## src/rtl/stb_pkg.sv

```systemverilog
package stb_pkg;
  localparam int unsigned BYTE_W = 8;
  localparam int unsigned EAV_B  = 2;
  localparam int unsigned EES_B  = 3;
  localparam int unsigned MAV_B  = 4;
  localparam int unsigned ESB_B  = 5;
  localparam int unsigned RQS_B  = 6;
  localparam logic [BYTE_W-1:0] SRE_KEEP = ~(8'(1) << RQS_B);

  function automatic logic [BYTE_W-1:0] base_byte(input logic eav, input logic ees,
                                                  input logic mav, input logic esb);
    logic [BYTE_W-1:0] b;
    b        = '0;
    b[EAV_B] = eav;
    b[EES_B] = ees;
    b[MAV_B] = mav;
    b[ESB_B] = esb;
    return b;
  endfunction
endpackage

```

## src/rtl/stb_evt_latch.sv

```systemverilog
module stb_evt_latch #(
  parameter int unsigned W = 8
) (
  input  logic         clk,
  input  logic         rst_n,
  input  logic [W-1:0] set_i,
  input  logic         rd_i,
  input  logic [W-1:0] en_i,
  output logic [W-1:0] q_o,
  output logic         sum_o
);
  logic [W-1:0] held;

  always_ff @(posedge clk) begin
    if (!rst_n) held <= '0;
    else        held <= (rd_i ? '0 : held) | set_i;
  end

  assign q_o   = held;
  assign sum_o = |(held & en_i);
endmodule

```

## src/rtl/stb_mask_reg.sv

```systemverilog
module stb_mask_reg #(
  parameter int unsigned       W    = 8,
  parameter logic [W-1:0]      KEEP = '1
) (
  input  logic         clk,
  input  logic         rst_n,
  input  logic         we_i,
  input  logic [W-1:0] wdata_i,
  output logic [W-1:0] q_o
);
  always_ff @(posedge clk) begin
    if (!rst_n)    q_o <= '0;
    else if (we_i) q_o <= wdata_i & KEEP;
  end
endmodule

```

## src/rtl/stb_srq_ctrl.sv

```systemverilog
module stb_srq_ctrl
  import stb_pkg::*;
(
  input  logic              clk,
  input  logic              rst_n,
  input  logic              eav_i,
  input  logic              ees_i,
  input  logic              mav_i,
  input  logic              esb_i,
  input  logic [BYTE_W-1:0] sre_i,
  input  logic              poll_i,
  output logic [BYTE_W-1:0] poll_byte_o,
  output logic [BYTE_W-1:0] query_byte_o,
  output logic              mss_o,
  output logic              rqs_o
);
  logic [BYTE_W-1:0] base;
  logic              mss_d;
  logic              rqs;
  logic              rise;

  assign base  = base_byte(eav_i, ees_i, mav_i, esb_i);
  assign mss_o = |(base & sre_i & SRE_KEEP);
  assign rise  = mss_o & ~mss_d;

  always_ff @(posedge clk) begin
    if (!rst_n) begin
      mss_d <= 1'b0;
      rqs   <= 1'b0;
    end else begin
      mss_d <= mss_o;
      if (rise)                 rqs <= 1'b1;
      else if (poll_i || !mss_o) rqs <= 1'b0;
    end
  end

  always_comb begin
    poll_byte_o          = base;
    poll_byte_o[RQS_B]   = rqs;
    query_byte_o         = base;
    query_byte_o[RQS_B]  = mss_o;
  end

  assign rqs_o = rqs;
endmodule

```

## src/rtl/stb_srq_unit.sv

```systemverilog
module stb_srq_unit
  import stb_pkg::*;
#(
  parameter int unsigned SEV_W = 8,
  parameter int unsigned XEV_W = 16
) (
  input  logic              clk,
  input  logic              rst_n,
  input  logic [SEV_W-1:0]  std_evt_pulse,
  input  logic              std_evt_rd,
  output logic [SEV_W-1:0]  std_evt_q,
  input  logic              std_en_we,
  input  logic [SEV_W-1:0]  std_en_wdata,
  output logic [SEV_W-1:0]  std_en_q,
  input  logic [XEV_W-1:0]  ext_evt_pulse,
  input  logic              ext_evt_rd,
  output logic [XEV_W-1:0]  ext_evt_q,
  input  logic              ext_en_we,
  input  logic [XEV_W-1:0]  ext_en_wdata,
  output logic [XEV_W-1:0]  ext_en_q,
  input  logic              outq_empty,
  input  logic              errq_empty,
  input  logic              sre_we,
  input  logic [BYTE_W-1:0] sre_wdata,
  output logic [BYTE_W-1:0] sre_q,
  input  logic              poll,
  output logic [BYTE_W-1:0] poll_byte,
  output logic [BYTE_W-1:0] query_byte,
  output logic              mss,
  output logic              srq
);
  logic esb_sum, ees_sum;

  stb_mask_reg #(.W(SEV_W), .KEEP({SEV_W{1'b1}})) u_std_en (
    .clk(clk), .rst_n(rst_n), .we_i(std_en_we), .wdata_i(std_en_wdata), .q_o(std_en_q));

  stb_mask_reg #(.W(XEV_W), .KEEP({XEV_W{1'b1}})) u_ext_en (
    .clk(clk), .rst_n(rst_n), .we_i(ext_en_we), .wdata_i(ext_en_wdata), .q_o(ext_en_q));

  stb_mask_reg #(.W(BYTE_W), .KEEP(SRE_KEEP)) u_sre (
    .clk(clk), .rst_n(rst_n), .we_i(sre_we), .wdata_i(sre_wdata), .q_o(sre_q));

  stb_evt_latch #(.W(SEV_W)) u_std_evt (
    .clk(clk), .rst_n(rst_n), .set_i(std_evt_pulse), .rd_i(std_evt_rd),
    .en_i(std_en_q), .q_o(std_evt_q), .sum_o(esb_sum));

  stb_evt_latch #(.W(XEV_W)) u_ext_evt (
    .clk(clk), .rst_n(rst_n), .set_i(ext_evt_pulse), .rd_i(ext_evt_rd),
    .en_i(ext_en_q), .q_o(ext_evt_q), .sum_o(ees_sum));

  stb_srq_ctrl u_ctrl (
    .clk(clk), .rst_n(rst_n),
    .eav_i(~errq_empty), .ees_i(ees_sum), .mav_i(~outq_empty), .esb_i(esb_sum),
    .sre_i(sre_q), .poll_i(poll),
    .poll_byte_o(poll_byte), .query_byte_o(query_byte), .mss_o(mss), .rqs_o(srq));
endmodule

```

## config.mk

```make
export PLATFORM = sky130hd
export DESIGN_NAME = stb_srq_unit
export DESIGN_NICKNAME = d
export VERILOG_FILES = /design/src/rtl/stb_pkg.sv /design/src/rtl/stb_evt_latch.sv /design/src/rtl/stb_mask_reg.sv /design/src/rtl/stb_srq_ctrl.sv /design/src/rtl/stb_srq_unit.sv
export SDC_FILE = /design/constraint.sdc
export NUM_CORES = 1
export LEC_CHECK = 0
export ABC_AREA = 1
export CAP_MARGIN = 20
export CORE_MARGIN = 2
export CORE_UTILIZATION = 35
export DETAILED_ROUTE_END_ITERATION = 10
export MAX_ROUTING_LAYER = met4
export PLACE_DENSITY = 0.77
export REMOVE_ABC_BUFFERS = 1
export SKIP_LAST_GASP = 1
export SLEW_MARGIN = 5
export SYNTH_ARGS = -nofsm -noshare
export SYNTH_HDL_FRONTEND = slang
export SYNTH_HIERARCHICAL = 1
export SYNTH_SLANG_ARGS = --single-unit
```

## constraint.sdc

```tcl
create_clock -name clk -period 1.2 [get_ports clk]
set_input_delay 0.3 -clock clk [delete_from_list [all_inputs] [get_ports clk]]
set_output_delay 0.3 -clock clk [all_outputs]
set_load 0.02 [all_outputs]
```

* Word-level counts from Yosys, hierarchy flattened
Index checks and enable logic that the tools add are counted.
Widths: inputs -> output; s select.
** Word-level totals
- Flip-flop bits (word level) :: 57
- Input bits :: 66
- Output and inout bits :: 74
- Logic and storage cells :: 26
** Operators by class
- Muxes and demuxes :: 4
- Bitwise logic cells :: 9
- Reductions and logical operators :: 6
** Operator list (count)
- $and 16x16->16 :: 1
- $mux 16 :: 1
- $or 16x16->16 :: 1
- $reduce_or 16->1 :: 1
- $and 6x8->8 :: 1
- $and 8x8->8 :: 1
- $mux 8 :: 1
- $or 8x8->8 :: 1
- $reduce_or 8->1 :: 1
- $reduce_or 7->1 :: 1
- $not 1->1 :: 3
- $mux 1 :: 2
- $reduce_bool 2->1 :: 1
- $and 1x1->1 :: 1
- $logic_not 1->1 :: 1
- $logic_or 1x1->1 :: 1

* Depth between registers and ports, before layout
Gate-level depths: netlist of run 1.
- Depth after elaboration :: 8
- Depth in mapped cells :: 11
- Mapped depth without buffers :: 10

* Cells and area by module
Netlist of run 1, hierarchy kept.
** Modules (own cells, without submodules)
- stb_mask_reg (u_ext_en) :: instances 1, cells each 101, area an instance 674.4 µm², sequential area each 320.3 µm²
- stb_evt_latch (u_ext_evt) :: instances 1, cells each 87, area an instance 628.1 µm², sequential area each 320.3 µm²
- stb_mask_reg (u_std_en) :: instances 1, cells each 51, area an instance 356.6 µm², sequential area each 160.2 µm²
- stb_evt_latch (u_std_evt) :: instances 1, cells each 41, area an instance 294.0 µm², sequential area each 160.2 µm²
- stb_mask_reg (u_sre) :: instances 1, cells each 45, area an instance 294.0 µm², sequential area each 140.1 µm²
- stb_srq_ctrl :: instances 1, cells each 32, area an instance 225.2 µm², sequential area each 40.0 µm²
- stb_srq_unit :: instances 1, cells each 2, area an instance 7.5 µm², sequential area each 0.0 µm²

* Worst setup path after synthesis of run 1
No wires, ideal clock.
- Path type :: flip-flop to output port
- Start :: reg u_ext_evt.held[2] (netlist: u_ext_evt/q_o[2])
- End :: out query_byte[6]
- Data arrival time :: 1289 ps
- Required time :: 900 ps
- Path slack :: -389 ps
- Stages on the path, launching flop included :: 12
- Cell sequence :: dfxtp_1 -> nand2_1 -> nand2_1 -> inv_1 -> nand2_1 -> nor2_1 -> nand2_1 -> nand2_1 -> nand2_1 -> nor2_2 -> inv_1 -> buf_4
** Between the ends
- Cells in the longest elaborated chain, start to end :: 4
** Ends and longest elaborated chain
- start: declaration :: line stb_evt_latch.sv:12 : logic [W-1:0] held;
- start signal: assignment :: line stb_evt_latch.sv:16 : else held <= (rd_i ? '0 : held) | set_i;
- $and 16x16->16 :: line stb_evt_latch.sv:20 : assign sum_o = |(held & en_i);
- $reduce_or 16->1 :: line stb_evt_latch.sv:20
- via ees_sum :: line stb_srq_unit.sv:32 : logic esb_sum, ees_sum;
- $and 6x8->8 :: line stb_srq_ctrl.sv:23 : assign mss_o = |(base & sre_i & SRE_KEEP);
- $reduce_or 7->1 :: line stb_srq_ctrl.sv:23
- end: declaration :: line stb_srq_unit.sv:28 : output logic [BYTE_W-1:0] query_byte,
The timed path passes the listed nets, and every way through them passes these cells.

* Worst setup path in the final report of run 1
- Start :: reg u_ext_en.q_o[11]
- End :: out query_byte[6]
** Between the ends
- Cells in the longest elaborated chain, start to end :: 4
** Ends and longest elaborated chain
- start: declaration :: line stb_mask_reg.sv:9 : output logic [W-1:0] q_o
- start signal: assignment :: line stb_mask_reg.sv:13 : else if (we_i) q_o <= wdata_i & KEEP;
- $and 16x16->16 :: line stb_evt_latch.sv:20
- $reduce_or 16->1 :: line stb_evt_latch.sv:20
- $and 6x8->8 :: line stb_srq_ctrl.sv:23
- $reduce_or 7->1 :: line stb_srq_ctrl.sv:23
Every way passes these cells.

==> flow_metrics.py, run 1 <==
metrics = {
    "run_status": {
        "status": "finished, violations left",
        "violations": "negative setup slack",
    },
    "hold_path": {
        "worstHoldPathType": "flip-flop to flip-flop",
        "min_from": "u_sre/q_o[0]$_SDFFE_PN0P_",
    },
    "sta": {
        "skew_ps": 8.94,
        "hold_ws_ps": 474,
        "worst_slack_ps": -600,
        "rsz0062_at_grt": "yes",
        "finalCriticalPeriod_ps": 1800,
        "fmax_mhz": 556,
        "setup_viol": 8,
        "finalCritPeriodShare_pct": 150,
        "hold_violations": 0,
        "slew_viol_final": 0,
    },
    "die": {
        "dieArea_um2": 7770,
        "row_count": 30,
        "initial_core_util_pct": 36.3,
        "die_height_um": 88.2,
        "ioPinCount": 140,
        "die_w_um": 88.2,
        "coreArea_um2": 6830,
    },
    "clocking": {
        "clk_path_buf_depth": 2,
        "cts.sinks": 57,
        "clk_latency_ps": 320,
        "clk_pin_slew_ps": 70,
        "cts_buffers": 9,
        "h-tree-depth": 3,
        "cts_tree": "done",
        "clockRootBuffer": "clkbuf_8",
    },
    "placement": {
        "dp_hpwl_um": 5520,
        "place_ws_ps": -737,
        "finalWeightedCongestion": 0.826,
        "placed_area_um2": 4230,
        "port_buffers": 131,
    },
    "drt": {
        "vias_per_cell": 4.25,
        "drc": 0,
        "post_drt_wl_per_cell_um": 11.5,
        "drt-initial-drc-count": 64,
        "drt_pass1_iterations": 4,
        "wl_um": 7490,
        "vias": 2768,
        "ant_nets": 0,
    },
    "finish": {
        "final_cell_area_um2": 4750,
        "areaGrowthSynthToFinish_pct": 91.6,
        "diodes": 0,
        "fin_nets": 616,
        "fillers": 555,
        "drive_above_1_share_pct": 39.8,
    },
    "pwr": {
        "ir_drop_mv": 0.748,
        "powerDensity_nw_per_um2": 1140,
        "leakage_nw": 2.42,
        "power_w": 0.00541,
    },
    "synth": {
        "yosys.area_share.simple_pct": 31.4,
        "syn-mean-instance-area_um2": 6.91,
        "synth_cell_types": 17,
        "yosys.area_share.adder_pct": 0,
        "yosys_register_bits": 57,
        "synth_warnings": 6,
        "synth_top_family_by_area": "simple AND/OR/NAND/NOR gates",
        "ys_seq_area_share_pct": 46.0,
        "synth-compound-area-share_pct": 5.30,
        "synthMuxAreaShare_pct": 0,
        "synth_edf_count": 0,
        "synth_xor_area_share_pct": 0,
        "syn-instance-count": 359,
        "async_flop_share_pct": 0,
        "syn-cell-area_um2": 2480,
        "synth_ff_type": "dfxtp_1",
    },
    "critical_path": {
        "crit_path_start": "u_ext_en/q_o[11]$_SDFFE_PN0P_",
        "cp_max_fo": 3,
        "cp.arrival_ps": 1500,
        "cp-end-kind": "primary output",
        "path_class": "flip-flop to primary output",
        "r2r-start": "u_ext_en/q_o[11]$_SDFFE_PN0P_",
        "start_kind": "flip-flop",
        "cp_data_required_time_ps": 900,
    },
    "global_routing": {
        "grt_pass1_wl_um": 11300,
        "grt_pass1_vias": 2606,
        "grt_overflow": 0,
        "antenna_found_initial": 0,
        "grt_max_degree": 33,
        "grt_usage_pct": 19.2,
    },
    "flow_run": {
        "max_cap_violations": 0,
    },
}
[cells in the mapped netlist, types with 2 or more instances]
master / count / area [µm²]
a21oi_1: 23 / 115
buf_4: 19 / 143
buf_6: 5 / 56.3
buf_8: 3 / 45.0
conb_1: 2 / 7.51
dfxtp_1: 57 / 1140
inv_1: 44 / 165
inv_2: 2 / 7.51
nand2_1: 105 / 394
nand2_2: 2 / 12.5
nor2_1: 88 / 330
nor2_2: 4 / 25.0
[state kept, by name, indices dropped and copies added (netlist names)]
name / flops
u_ctrl/rqs_o: 1
u_std_evt/q_o: 8
u_ext_evt/q_o: 16
u_ctrl/mss_d: 1
u_ext_en/q_o: 16
u_std_en/q_o: 8
u_sre/q_o: 7
[stage by stage]
stage	utilization (%)	setup TNS, ps	std cells
2_1_floorplan	-	-1750	336
3_3_place_gp	61.9	-20170	631
3_5_place_dp	61.9	-20670	631
4_1_cts	67.3	-3190	648
5_1_grt	69.5	-4020	651
6_report	69.5	-2980	651
[critical path, stage by stage (launching register included)]
cell	delay (ps)
dfxtp_2	320
nand2_1	60
nand2_1	50
inv_1	70
nand2_2	70
nor2_2	110
nand2_2	80
nand2_1	70
nand2_1	60
nor2_2	110
inv_2	60
buf_6	130
[cells in the final DEF, fill, tap and decap left out, drive strengths merged]
master and instances:
a21oi 24, a21boi 1, dfxtp 57, nand2 107, clkdlybuf4s50 62, nor2 92
dlygate4sd2 4, conb 7, nand4 1, buf 136, nor3 1, clkbuf 14
clkinv 2, inv 46, bufinv 1
[final timing paths]
check / slack (ps) / depth (start not counted) / to
worst min register to register: 470 / 2 / u_sre/q_o[0]$_SDFFE_PN0P_
worst max register to register: -80 / 11 / u_ctrl/rqs_o$_SDFFE_PN0P_
worst max-delay path: -600 / 11 / query_byte[6]
worst min-delay path: 470 / 2 / u_sre/q_o[0]$_SDFFE_PN0P_
[timing repair]
item,in CTS,in global routing
endpoints found under the setup margin,69,49
endpoints found under the hold margin,0,0
cloned,0,0
hold buffers,0,0
pin swaps,10,7
setup buffers,6,11
resized for setup,447,47
[layout make-up]
type	instances	area (µm²)	share of cell area [%]
Clock buffer	13	149	3.13
Clock inverter	3	40.0	0.843
Inverter	46	173	3.63
Multi-Input combinational cell	233	956	20.1
Sequential cell	57	1200	25.3
Tap cell	96	120	2.53
Timing Repair Buffer	203	2110	44.4
[routing by layer]
| metal | global-route usage, % | wire (µm) | vias up | part of all wire [%] |
|---|---|---|---|---|
| met5 | - | 0 | - | 0 |
| met4 | 6.89 | 110 | 0 | 1.5 |
| met3 | 3.02 | 365 | 9 | 4.9 |
| met2 | 35.2 | 4010 | 81 | 53 |
| met1 | 20.7 | 3010 | 1257 | 40 |
| li1 | - | - | 1421 | - |
[where the power goes]
group	internal (W)	leakage (nW)	switching (W)
Sequential	0.00205	0.488	0.0000842
Clock	0.00101	0.0974	0.000709
Combinational	0.000856	1.84	0.000695
Total	0.00392	2.42	0.00149
[kinds of logic after synthesis]
kind of cell           count (synthesis)
flip-flops                            57
AND/OR/NAND/NOR                      201
other                                  2
buffers and inverters                 74
AO/OA/AOI/OAI                         25
Note: power is estimated with default switching activity, not from simulation.
==> run 2, diff against run 1 <==
Settings changed: ABC_AREA 1 to not set, CORE_UTILIZATION 35 to 34, PLACE_DENSITY 0.77 to 0.76.
==> run 2 against run 1 <==
The flow still finishes with violations (negative setup slack). Sequential share of layout area rose by 0.15 points. Critical endpoint unchanged. Largest cell class unchanged. Register-to-register slack got worse by 370 ps. Via count fell by 19%. Global-route usage fell by 0.71 points. Utilization fell by 0.11 points. Clock power rose by 6%.
==> flow_metrics.py, run 2 <==
metrics = {
    "clocking": {
        "cts.sinks": 57,
        "cts_buffers": 9,
        "cts_tree": "done",
        "clk_pin_slew_ps": 70,
        "clk_path_buf_depth": 2,
        "clk_latency_ps": 320,
        "clockRootBuffer": "clkbuf_8",
        "h-tree-depth": 3,
    },
    "pwr": {
        "leakage_nw": 2.13,
        "ir_drop_mv": 0.720,
        "powerDensity_nw_per_um2": 1150,
    },
    "finish": {
        "top_regs": "u_ext_en/q_o x16, u_ext_evt/q_o x16",
        "layout_common_cells": "104 x buf_6, 61 x clkdlybuf4s50_1, 51 x nor2b_1",
        "drive_above_1_share_pct": 51.7,
        "fin_nets": 479,
        "fin_cells": 512,
        "fillers": 531,
        "areaGrowthSynthToFinish_pct": 96.8,
        "layout_commonest_cell": "buf_6",
        "final_util_pct": 69.4,
        "final_cell_area_um2": 4720,
        "diodes": 0,
    },
    "sta": {
        "finalCriticalPeriod_ps": 2030,
        "finalCritPeriodShare_pct": 169,
        "rsz0062_at_grt": "yes",
        "fmax_mhz": 492,
        "hold_violations": 0,
        "slew_viol_final": 0,
        "skew_ps": 8.20,
        "worst_slack_ps": -834,
        "setup_viol": 11,
    },
    "critical_path": {
        "path_class": "flip-flop to primary output",
        "crit_path_start": "u_ext_en/q_o[2]$_SDFFE_PN0P_",
        "cpMaxStageDelayCell": "dfxtp_1",
        "cp_max_fo": 2,
        "start_kind": "flip-flop",
        "cp_data_required_time_ps": 900,
        "cp-end-kind": "primary output",
        "r2r-start": "u_ext_en/q_o[2]$_SDFFE_PN0P_",
        "cp.arrival_ps": 1730,
        "cp_slowest_stage_delay_ps": 310,
        "cp_cell_sequence": "a22o_1 > a221oi_2 > nand4_1 > a22oi_2 > nand2_2 > buf_6",
        "rrSetupSlack_ps": -450,
    },
    "global_routing": {
        "grt_pass1_vias": 2283,
        "grt_pass1_wl_um": 10500,
        "grt_overflow": 0,
        "grt_max_degree": 27,
        "antenna_found_initial": 0,
        "grt_usage_pct": 18.5,
    },
    "hold_path": {
        "worstHoldPathType": "input port to flip-flop",
        "min_from": "rst_n",
    },
    "flow_run": {
        "max_cap_violations": 0,
    },
    "run_status": {
        "violations": "negative setup slack",
        "status": "finished, violations left",
    },
    "synth": {
        "yosys.area_share.simple_pct": 15.5,
        "ys_seq_area_share_pct": 47.6,
        "synth_ff_type": "dfxtp_1",
        "synth-compound-area-share_pct": 14.4,
        "syn-mean-instance-area_um2": 11.0,
        "synth_warnings": 6,
        "synth_top_family_by_area": "simple AND/OR/NAND/NOR gates",
        "ys_top_cells_by_count": "57 x dfxtp_1, 51 x nor2b_1, 31 x mux2i_1",
        "synth_xor_area_share_pct": 0,
        "post-synth-top-count-cell": "dfxtp_1",
        "syn-instance-count": 218,
        "yosysTopAreaCell": "dfxtp_1",
        "yosys_register_bits": 57,
        "yosys.area_share.adder_pct": 0,
        "synth_area_leaders": "dfxtp_1 48%, nor2b_1 13%, mux2i_1 13%",
        "synth_cell_types": 20,
        "yosysTopAreaCellShare_pct": 47.6,
        "async_flop_share_pct": 0,
        "synth_edf_count": 0,
        "syn-cell-area_um2": 2400,
        "synthMuxAreaShare_pct": 12.9,
    },
    "die": {
        "dieArea_um2": 7740,
        "die_w_um": 88.0,
        "ioPinCount": 140,
        "coreArea_um2": 6790,
        "row_count": 30,
        "die_height_um": 88.0,
        "initial_core_util_pct": 35.3,
    },
    "drt": {
        "vias_per_cell": 4.36,
        "ant_nets": 0,
        "vias": 2234,
        "post_drt_wl_per_cell_um": 13.7,
        "wl_um": 7030,
        "drc": 0,
        "drt_pass1_iterations": 4,
        "drt-initial-drc-count": 58,
    },
    "placement": {
        "port_buffers": 131,
        "dp.cells": 494,
        "finalWeightedCongestion": 0.750,
        "placed_area_um2": 4210,
        "dp_hpwl_um": 5230,
        "place_ws_ps": -938,
    },
}
-- run 2: final timing paths --
check,end,cells after the start
hold reg to reg,u_ctrl/rqs_o$_SDFFE_PN0P_,1
hold / removal,u_std_evt/q_o[1]$_SDFF_PN0_,2
setup reg to reg,u_ctrl/mss_d$_SDFF_PN0_,8
setup / recovery,query_byte[6],6
-- run 2: metrics by stage --
stage	setup TNS, ps	hold WS [ps]	total power, W
final	-5050	398	0.00541
after global routing	-6500	408	0.00565
after CTS	-5360	394	0.00544
after detailed placement	-21900	419	0.00346
after global placement	-20720	413	0.00344
after floorplan	-4190	408	0.00259
-- run 2: layout make-up --
cell class              instances  area [µm²]  area share (%)
repair buffers                205        2110            44.8
clock inverters                 4        70.1            1.49
inverters                       3        11.3           0.239
clock buffers                  10         128            2.71
flip-flops and latches         57        1200            25.5
multi-input cells             137        1070            22.7
well taps                      96         120            2.55
-- run 2: layer usage --
metal | track usage [%] | wire [µm] | vias to the layer above
met2 | 32.3 | 3600 | 96
met3 | 4.05 | 506 | 9
met1 | 20.5 | 2840 | 1017
met4 | 6.71 | 83 | 0
met5 | - | 0 | -
li1 | - | - | 1112
-- run 2: timing repair --
action | 4_1_cts | 5_1_grt
hold buffers | 0 | 0
setup endpoints to repair | 69 | 58
gates resized for setup | 471 | 23
gates cloned | 0 | 0
pin swaps | 3 | 2
setup buffers | 9 | 8
-- run 2: cell families (layout without fill, tap and decap cells) --
family,after synthesis,after routing
AO/OA/AOI/OAI,40,40
flip-flops,57,57
other,2,7
multiplexers,31,31
AND/OR/NAND/NOR,59,59
buffers and inverters,29,222
-- run 2: power by group --
group	internal, W	switching, W	leakage [nW]
combinational	0.000869	0.000579	1.54
clock	0.00114	0.000694	0.102
sequential	0.00204	0.0000928	0.487
-- run 2: critical path, delay by kind of cell, from the launching register on --
family	cells	cell delay, ps
AO/OA/AOI/OAI	3	650
flip-flops	1	310
AND/OR/NAND/NOR	2	310
buffers and inverters	1	150
